[config.mk]
export PLATFORM = sky130hd
export DESIGN_NAME = vlan_fwd_mask_gen
export DESIGN_NICKNAME = d
export VERILOG_FILES = /design/src/rtl/vfm_pkg.sv /design/src/rtl/vfm_classify.sv /design/src/rtl/vfm_vlan_resolve.sv /design/src/rtl/vlan_fwd_mask_gen.sv
export SDC_FILE = /design/constraint.sdc
export NUM_CORES = 1
export LEC_CHECK = 0
export BUFFER_PORTS_ARGS = -buffer_cell sky130_fd_sc_hd__buf_2
export CORE_AREA = 4 4 198 200
export DETAILED_ROUTE_END_ITERATION = 10
export DIE_AREA = 0 0 202 204
export PLACE_DENSITY = 0.54
export SLEW_MARGIN = 0
export SYNTH_ARGS = -nofsm -noshare
export SYNTH_HDL_FRONTEND = slang
export SYNTH_SLANG_ARGS = --single-unit
[constraint.sdc]
create_clock -name clk -period 3.95 [get_ports clk]
set_input_delay 0.1975 -clock clk [delete_from_list [all_inputs] [get_ports clk]]
set_output_delay 0.1975 -clock clk [all_outputs]
set_load 0.01 [all_outputs]
[src/rtl/vfm_pkg.sv]
package vfm_pkg;

  // Forwarding path chosen for a request.
  typedef enum logic [2:0] {
    FK_HIT   = 3'd0,
    FK_FLOOD = 3'd1,
    FK_DUMP  = 3'd2,
    FK_GROUP = 3'd3,
    FK_MGMT  = 3'd4
  } fwd_kind_e;

  // Reserved bridge-management block, upper 44 address bits.
  localparam logic [43:0] MGMT_BLOCK = 44'h0180C20000_0;

endpackage

[src/rtl/vfm_classify.sv]
module vfm_classify
  import vfm_pkg::*;
(
  input  logic [47:0] da,
  input  logic        hit,
  input  logic        flood_en,
  output fwd_kind_e   kind,
  output logic        group_bit,
  output logic        mgmt_addr
);

  // Group bit is the first bit sent on the wire: LSB of the first octet.
  function automatic logic is_group(input logic [47:0] a);
    return a[40];
  endfunction

  function automatic logic in_mgmt_block(input logic [47:0] a);
    return a[47:4] == MGMT_BLOCK;
  endfunction

  assign group_bit = is_group(da);
  assign mgmt_addr = in_mgmt_block(da);

  always_comb begin
    if (group_bit)      kind = mgmt_addr ? FK_MGMT : FK_GROUP;
    else if (hit)       kind = FK_HIT;
    else if (flood_en)  kind = FK_FLOOD;
    else                kind = FK_DUMP;
  end

endmodule

[src/rtl/vfm_vlan_resolve.sv]
module vfm_vlan_resolve #(
  parameter  int NPORTS = 24,
  parameter  int NVLANS = 8,
  localparam int PIDX_W = $clog2(NPORTS)
) (
  input  logic [PIDX_W-1:0]        src,
  input  logic [NPORTS*NVLANS-1:0] cfg_port_vlans,
  input  logic [NVLANS*NPORTS-1:0] cfg_vlan_members,
  input  logic [NVLANS*PIDX_W-1:0] cfg_vlan_dump,
  output logic [NVLANS-1:0]        src_vlans,
  output logic [NPORTS-1:0]        flood_mask,
  output logic [NPORTS-1:0]        dump_mask
);

  function automatic logic [NPORTS-1:0] port_hot(input logic [PIDX_W-1:0] idx);
    port_hot = '0;
    for (int i = 0; i < NPORTS; i++)
      if (idx == PIDX_W'(i)) port_hot[i] = 1'b1;
  endfunction

  // Row of the membership table for the source; stray indices select nothing.
  always_comb begin
    src_vlans = '0;
    for (int p = 0; p < NPORTS; p++)
      if (src == PIDX_W'(p)) src_vlans = cfg_port_vlans[p*NVLANS +: NVLANS];
  end

  logic [NPORTS-1:0] flood_term [NVLANS];
  logic [NPORTS-1:0] dump_term  [NVLANS];

  for (genvar v = 0; v < NVLANS; v++) begin : g_vlan
    assign flood_term[v] = src_vlans[v] ? cfg_vlan_members[v*NPORTS +: NPORTS] : '0;
    assign dump_term[v]  = src_vlans[v] ? port_hot(cfg_vlan_dump[v*PIDX_W +: PIDX_W]) : '0;
  end

  always_comb begin
    flood_mask = '0;
    dump_mask  = '0;
    for (int v = 0; v < NVLANS; v++) begin
      flood_mask = flood_mask | flood_term[v];
      dump_mask  = dump_mask  | dump_term[v];
    end
  end

endmodule

[src/rtl/vlan_fwd_mask_gen.sv]
module vlan_fwd_mask_gen
  import vfm_pkg::*;
#(
  parameter  int NPORTS = 24,
  parameter  int NVLANS = 8,
  localparam int PIDX_W = $clog2(NPORTS)
) (
  input  logic                     clk,
  input  logic                     rst_n,
  input  logic                     req_valid,
  input  logic [47:0]              req_da,
  input  logic [PIDX_W-1:0]        req_src,
  input  logic                     lk_hit,
  input  logic [PIDX_W-1:0]        lk_port,
  input  logic                     flood_en,
  input  logic [NPORTS*NVLANS-1:0] cfg_port_vlans,
  input  logic [NVLANS*NPORTS-1:0] cfg_vlan_members,
  input  logic [NVLANS*PIDX_W-1:0] cfg_vlan_dump,
  input  logic                     cfg_mgmt_en,
  input  logic [PIDX_W-1:0]        cfg_mgmt_port,
  output logic                     fwd_valid,
  output logic [NPORTS-1:0]        fwd_mask
);

  localparam logic [PIDX_W-1:0] LAST_PORT = PIDX_W'(NPORTS - 1);

  function automatic logic [NPORTS-1:0] port_hot(input logic [PIDX_W-1:0] idx);
    port_hot = '0;
    for (int i = 0; i < NPORTS; i++)
      if (idx == PIDX_W'(i)) port_hot[i] = 1'b1;
  endfunction

  // Named internal events for the assertions.
  fwd_kind_e         kind;
  logic              group_bit;
  logic              mgmt_addr;
  logic [NVLANS-1:0] src_vlans;
  logic [NPORTS-1:0] flood_mask;
  logic [NPORTS-1:0] dump_mask;
  logic [NPORTS-1:0] raw_mask;
  logic [NPORTS-1:0] src_hot;
  logic [NPORTS-1:0] next_mask;

  vfm_classify u_classify (
    .da        (req_da),
    .hit       (lk_hit),
    .flood_en  (flood_en),
    .kind      (kind),
    .group_bit (group_bit),
    .mgmt_addr (mgmt_addr)
  );

  vfm_vlan_resolve #(.NPORTS(NPORTS), .NVLANS(NVLANS)) u_resolve (
    .src              (req_src),
    .cfg_port_vlans   (cfg_port_vlans),
    .cfg_vlan_members (cfg_vlan_members),
    .cfg_vlan_dump    (cfg_vlan_dump),
    .src_vlans        (src_vlans),
    .flood_mask       (flood_mask),
    .dump_mask        (dump_mask)
  );

  always_comb begin
    unique case (kind)
      FK_HIT:   raw_mask = port_hot(lk_port);
      FK_FLOOD: raw_mask = flood_mask;
      FK_DUMP:  raw_mask = dump_mask;
      FK_GROUP: raw_mask = flood_mask;
      FK_MGMT:  raw_mask = cfg_mgmt_en ? port_hot(cfg_mgmt_port) : '0;
      default:  raw_mask = '0;
    endcase
  end

  assign src_hot   = port_hot(req_src);
  assign next_mask = raw_mask & ~src_hot;

  always_ff @(posedge clk) begin
    if (!rst_n) begin
      fwd_valid <= 1'b0;
      fwd_mask  <= '0;
    end else begin
      fwd_valid <= req_valid;
      fwd_mask  <= req_valid ? next_mask : '0;
    end
  end

  // strobe follows the request by one cycle
  a_r1_valid_follow: assert property (@(posedge clk) disable iff (!rst_n)
    req_valid |=> fwd_valid);

  // idle cycle gives no strobe and an empty mask
  a_r1_idle_zero: assert property (@(posedge clk) disable iff (!rst_n)
    !req_valid |=> (!fwd_valid && fwd_mask == '0));

  // ingress port never appears in the result
  a_r8_src_cleared: assert property (@(posedge clk) disable iff (!rst_n)
    (req_valid && req_src <= LAST_PORT) |=> !fwd_mask[$past(req_src)]);

  // known unicast targets at most one port
  a_r3_hit_single: assert property (@(posedge clk) disable iff (!rst_n)
    (req_valid && kind == FK_HIT) |=> $onehot0(fwd_mask));

  // management traffic targets at most one port
  a_r7_mgmt_single: assert property (@(posedge clk) disable iff (!rst_n)
    (req_valid && kind == FK_MGMT) |=> $onehot0(fwd_mask));

  // no more dumping targets than VLANs of the source
  a_r5_dump_bound: assert property (@(posedge clk) disable iff (!rst_n)
    (req_valid && kind == FK_DUMP) |=>
      ($countones(fwd_mask) <= $past($countones(src_vlans))));

  // stray source index gives an empty VLAN-derived mask
  a_r10_stray_src: assert property (@(posedge clk) disable iff (!rst_n)
    (req_valid && req_src > LAST_PORT && kind != FK_HIT && kind != FK_MGMT)
      |=> fwd_mask == '0);

endmodule

Word-level counts from Yosys, hierarchy flattened --
Cells that the tools add are included.
Cells by class: bitwise logic cells 16, eq/ne operators 258, reduce and logical (&&, ||, !) cells 14, multiplexer cells 310
Operator list (number):
- $eq A5 B4 Y1 const B | 88
- $eq A5 B5 Y1 const B | 88
- $mux W24 | 17
- $or A24 B24 Y24 | 14
- $mux W1 | 264
- $eq A5 B3 Y1 const B | 44
- $mux W8 | 24
- $eq A5 B2 Y1 const B | 22
- $pmux W24 S4 | 1
- $eq A5 B1 Y1 const B | 11
- $logic_not A5 Y1 | 11
- $eq A44 B37 Y1 const B | 1
- $and A24 B24 Y24 | 1
- $not A24 Y24 | 1
- $mux W3 | 3
- $eq A3 B2 Y1 const B | 2
- $eq A3 B1 Y1 const B | 1
- $eq A3 B3 Y1 const B | 1
- $logic_not A3 Y1 | 1
- $mux W2 | 1
- $reduce_and A2 Y1 | 1
- $reduce_or A2 Y1 | 1
Word-level totals: word-level logic and storage cells 600, flip-flop bits (word level) 25, output and inout port bits 25

Depth between registers and ports, before layout --
depth after elaboration 35, mapped depth 17

By module --
Synthesis repeated with hierarchy kept, for this count alone.
Unflattened totals: cells, all modules 1067, area total of the unflattened synthesis 7562.3 um2
Modules (own cells, without submodules):
- vfm_vlan_resolve | cells an instance 846, area each 5600.4 um2, instances 1
- vlan_fwd_mask_gen | cells an instance 197, area each 1789.2 um2, instances 1
- vfm_classify | cells an instance 24, area each 172.7 um2, instances 1

Worst setup path before layout --
OpenSTA, ideal clock, no wires.
path type input-to-reg, from in req_src[1], to reg fwd_mask[6], required time 3.833 ns, arrival time 2.922 ns, slack 0.911 ns, cell stages on the path 14, cells stage by stage buf_4 buf_6 buf_6 buf_6 mux4_2 and2_4 or4_4 a22o_1 buf_6 and3b_4 and2_4 nor4_2 o211ai_1 a32o_1
Between the ends: cells in the longest elaborated chain, start to end 35, elaborated cells on any way between the ends 82, those cells by class eq/ne (23); mux (42); bitwise (16); reduce/logical (1)
Ends and longest elaborated chain:
- start: declaration | RTL line vlan_fwd_mask_gen.sv:12 | input logic [PIDX_W-1:0] req_src,
- $logic_not A5 Y1 | RTL line vfm_vlan_resolve.sv:25 | if (src == PIDX_W'(p)) src_vlans = cfg_port_vlans[p*NVLANS +: NVLANS];
- $mux W8 (24 in series) | RTL line vfm_vlan_resolve.sv:25
- $mux W24, on equally long branches | RTL line vfm_vlan_resolve.sv:32, vfm_vlan_resolve.sv:33
- $or A24 B24 Y24, on equally long branches (7 in series) | RTL line vfm_vlan_resolve.sv:40, vfm_vlan_resolve.sv:41
- $pmux W24 S4 | RTL line vlan_fwd_mask_gen.sv:64 | unique case (kind)
- $and A24 B24 Y24 (*) | RTL line vlan_fwd_mask_gen.sv:75 | assign next_mask = raw_mask & ~src_hot;
- end signal: assignment | RTL line vlan_fwd_mask_gen.sv:83 | fwd_mask <= req_valid ? next_mask : '0;
- end: declaration | RTL line vlan_fwd_mask_gen.sv:22 | output logic [NPORTS-1:0] fwd_mask
Every way passes the cells marked *; elsewhere a longest branch is shown, timed or not. A chain may end at the register's enable or synchronous reset.

Worst setup path in the final report --
from in req_src[2], to reg fwd_mask[4]
The elaborated chain is that of the path after synthesis.

==> results.yml <==
floorplanning:
  core_um2: 37400
  rows: 71
  die_w_um: 202
  initial_core_util_pct: 20.1
  die-area_um2: 41200
  ioPinCount: 518
  die_y_um: 204
yosys:
  synth_edf_count: 0
  ys_warn_count: 0
  async_flop_share_pct: 0
  ys_seq_area_share_pct: 6.65
  synthTopCellsByArea: "dfxtp_1 (6.7%), o22ai_1 (6.1%), nand2_1 (5.3%)"
  synth-seq-cells: 25
  netlist_instances: 1122
  yosys.area.top_type: "dfxtp_1"
  avgSynthCellArea_um2: 6.71
  synth_top_area_share_pct: 6.65
  synth-main-ff-cell: "dfxtp_1"
  syn_nets: 1615
  syn_area_um2: 7530
  ys_types: 80
critical_path:
  startpoint: "req_src[2]"
  crit_path_cell_trace: "buf_2, buf_4, nand2b_1, a2111oi_0, a311o_1, nand4_1, o21ai_1, buf_4, a2111oi_2, and2_1, or4_1, nor3b_1, buf_4, o32ai_1"
  cp_max_fo: 23
  slowest_delay_ps: 710
  worst-setup-path-type: "in2reg"
  crit_arrival_ps: 4070
  worst_path_max_delay_cell: "a2111oi_0"
  cp_common_cell: "buf_4"
  crit_cells: 14
  endpoint_kind: "flip-flop"
  cp_num_buf_inv: 4
  crit_path_start_kind: "primary input"
  crit_end: "fwd_mask[4]"
  critPathTopFamily: "simple AND/OR/NAND/NOR gates"
  cp.required_ps: 4090
timing:
  hold_viol_final: 0
  layout_setup_ws_ps: 23.1
  tightest_slew_ps: 922
  period_minus_slack_ps: 3930
  post-route-period-util_pct: 99.4
  rsz0062_at_grt: "false"
  max_slew_margin_pct: 38.0
  max_freq_mhz: 255
  slew_viol_final: 0
  setup_violations: 0
clock_network:
  cts-root-buf: "clkbuf_16"
  cts_buffers: 3
  cts_tree: "built"
  postCtsSetupBuffers: 0
  cts.sinks: 25
  htree_num_levels: 1
  cts_max_path_buffers: 2
  clk_pin_slew_ps: 80
routing:
  drc: 0
  vias: 13000
  antenna_left: 0
  wire_per_inst_um: 29.3
  drtIter0Drc: 1949
  first_pass_iters: 8
  drt_wl_total_um: 64700
  vias_per_cell: 5.89
global_route:
  track_usage_pct: 28.7
  grt_overflow: 0
  grt_pass1_wl_um: 87600
  antenna_found_initial: 15
  grt_max_degree: 28
  grt_pass1_vias: 12500
power:
  ir_worst_vdd_mv: 0.126
  leakage_uw: 0.00500
  power_per_cell_area_nw_per_um2: 175
placed_design:
  portBuffers: 513
  pre_cts_ws_ps: -199
  dp_hpwl_um: 54700
  globalplace.congestion: 0.999
  dp_cells: 2196
  placed_cell_area_um2: 11400
cells_and_area:
  final_area_um2: 11500
  final_cells: 2203
  final_cell_mix: "buf_2 (513), buf_4 (134), nand2_1 (107)"
  areaGrowthSynthToFinish_pct: 52.8
  nets: 2183
  final_util_pct: 30.7
  drive_gt1_share_pct: 41.6
  mostFrequentLayoutCell: "buf_2"
run_status:
  status: "finished, final reports clean"
hold_path:
  hold_class: "in2reg"
  holdCritStartpoint: "cfg_vlan_members[43]"
flow_run:
  maxCapViolations: 0
==> report_power, final <==
part | switching [uW] | internal [uW]
Combinational | 883 | 603
Sequential | 9.58 | 271
Clock | 110 | 138
Total | 1000 | 1010
==> state kept, by name (all words and copies together), names as in the netlist <==
register,flops
fwd_valid,1
fwd_mask,24
==> metrics by stage <==
stage	setup TNS, ps	hold slack [ps]	total power [uW]
CTS	0	206	1980
floorplan	0	360	935
finish	0	206	2010
global placement	-547	488	1740
global route	0	216	2100
detailed placement	-439	491	1730
==> worst min-delay path by stage <==
| stage | depth (start not counted) | end | slack, ps |
|---|---|---|---|
| floorplan | 2 | fwd_mask[4] | 360 |
| global placement | 3 | fwd_mask[21] | 490 |
| detailed placement | 3 | fwd_mask[21] | 490 |
| CTS | 3 | fwd_mask[21] | 210 |
| global route | 3 | fwd_mask[4] | 220 |
| finish | 3 | fwd_mask[19] | 210 |
==> logic make-up (layout without fill, tap and decap cells) <==
group,count (synthesis),after routing,share of synthesized area [%]
and+or+nand+nor,509,509,37.8
muxes,29,29,4.64
buffers and inverters,111,678,6.90
AOI/OAI and AO/OA,448,448,44.1
DFF,25,25,6.65
other,0,3,0
==> cell usage after synthesis (29+ instances only) <==
cell type,number
a221oi_1,40
a21oi_1,48
nor2_1,87
nor3_1,29
clkbuf_1,51
nand3_1,38
o221ai_1,29
nand2_1,107
a22oi_1,40
o21ai_0,35
nand3b_1,33
o22ai_1,73
==> layout make-up <==
type / instances / area, um^2
inverter: 22 / 82.6
antenna: 3 / 7.51
sequential: 25 / 500
timing repair buffer: 652 / 3670
clock inverter: 1 / 7.51
clock buffer: 3 / 75.1
fill: 4186 / 25900
multi-input combinational: 986 / 6510
tap: 511 / 639
==> repair_timing <==
action                                  in CTS  in global routing
hold buffers                                 0                  0
hold endpoints to repair                     0                  0
endpoints found under the setup margin       0                  8
gates resized for setup                      0                  2
==> routing by layer <==
layer	part of all wire, %	up-vias	GRT usage [%]
li1	-	5711	-
met1	41	6123	38.0
met2	43	937	44.0
met3	11	176	8.24
met4	4.8	20	11.3
met5	0.18	-	0
Power figures use the tool's default switching activity.
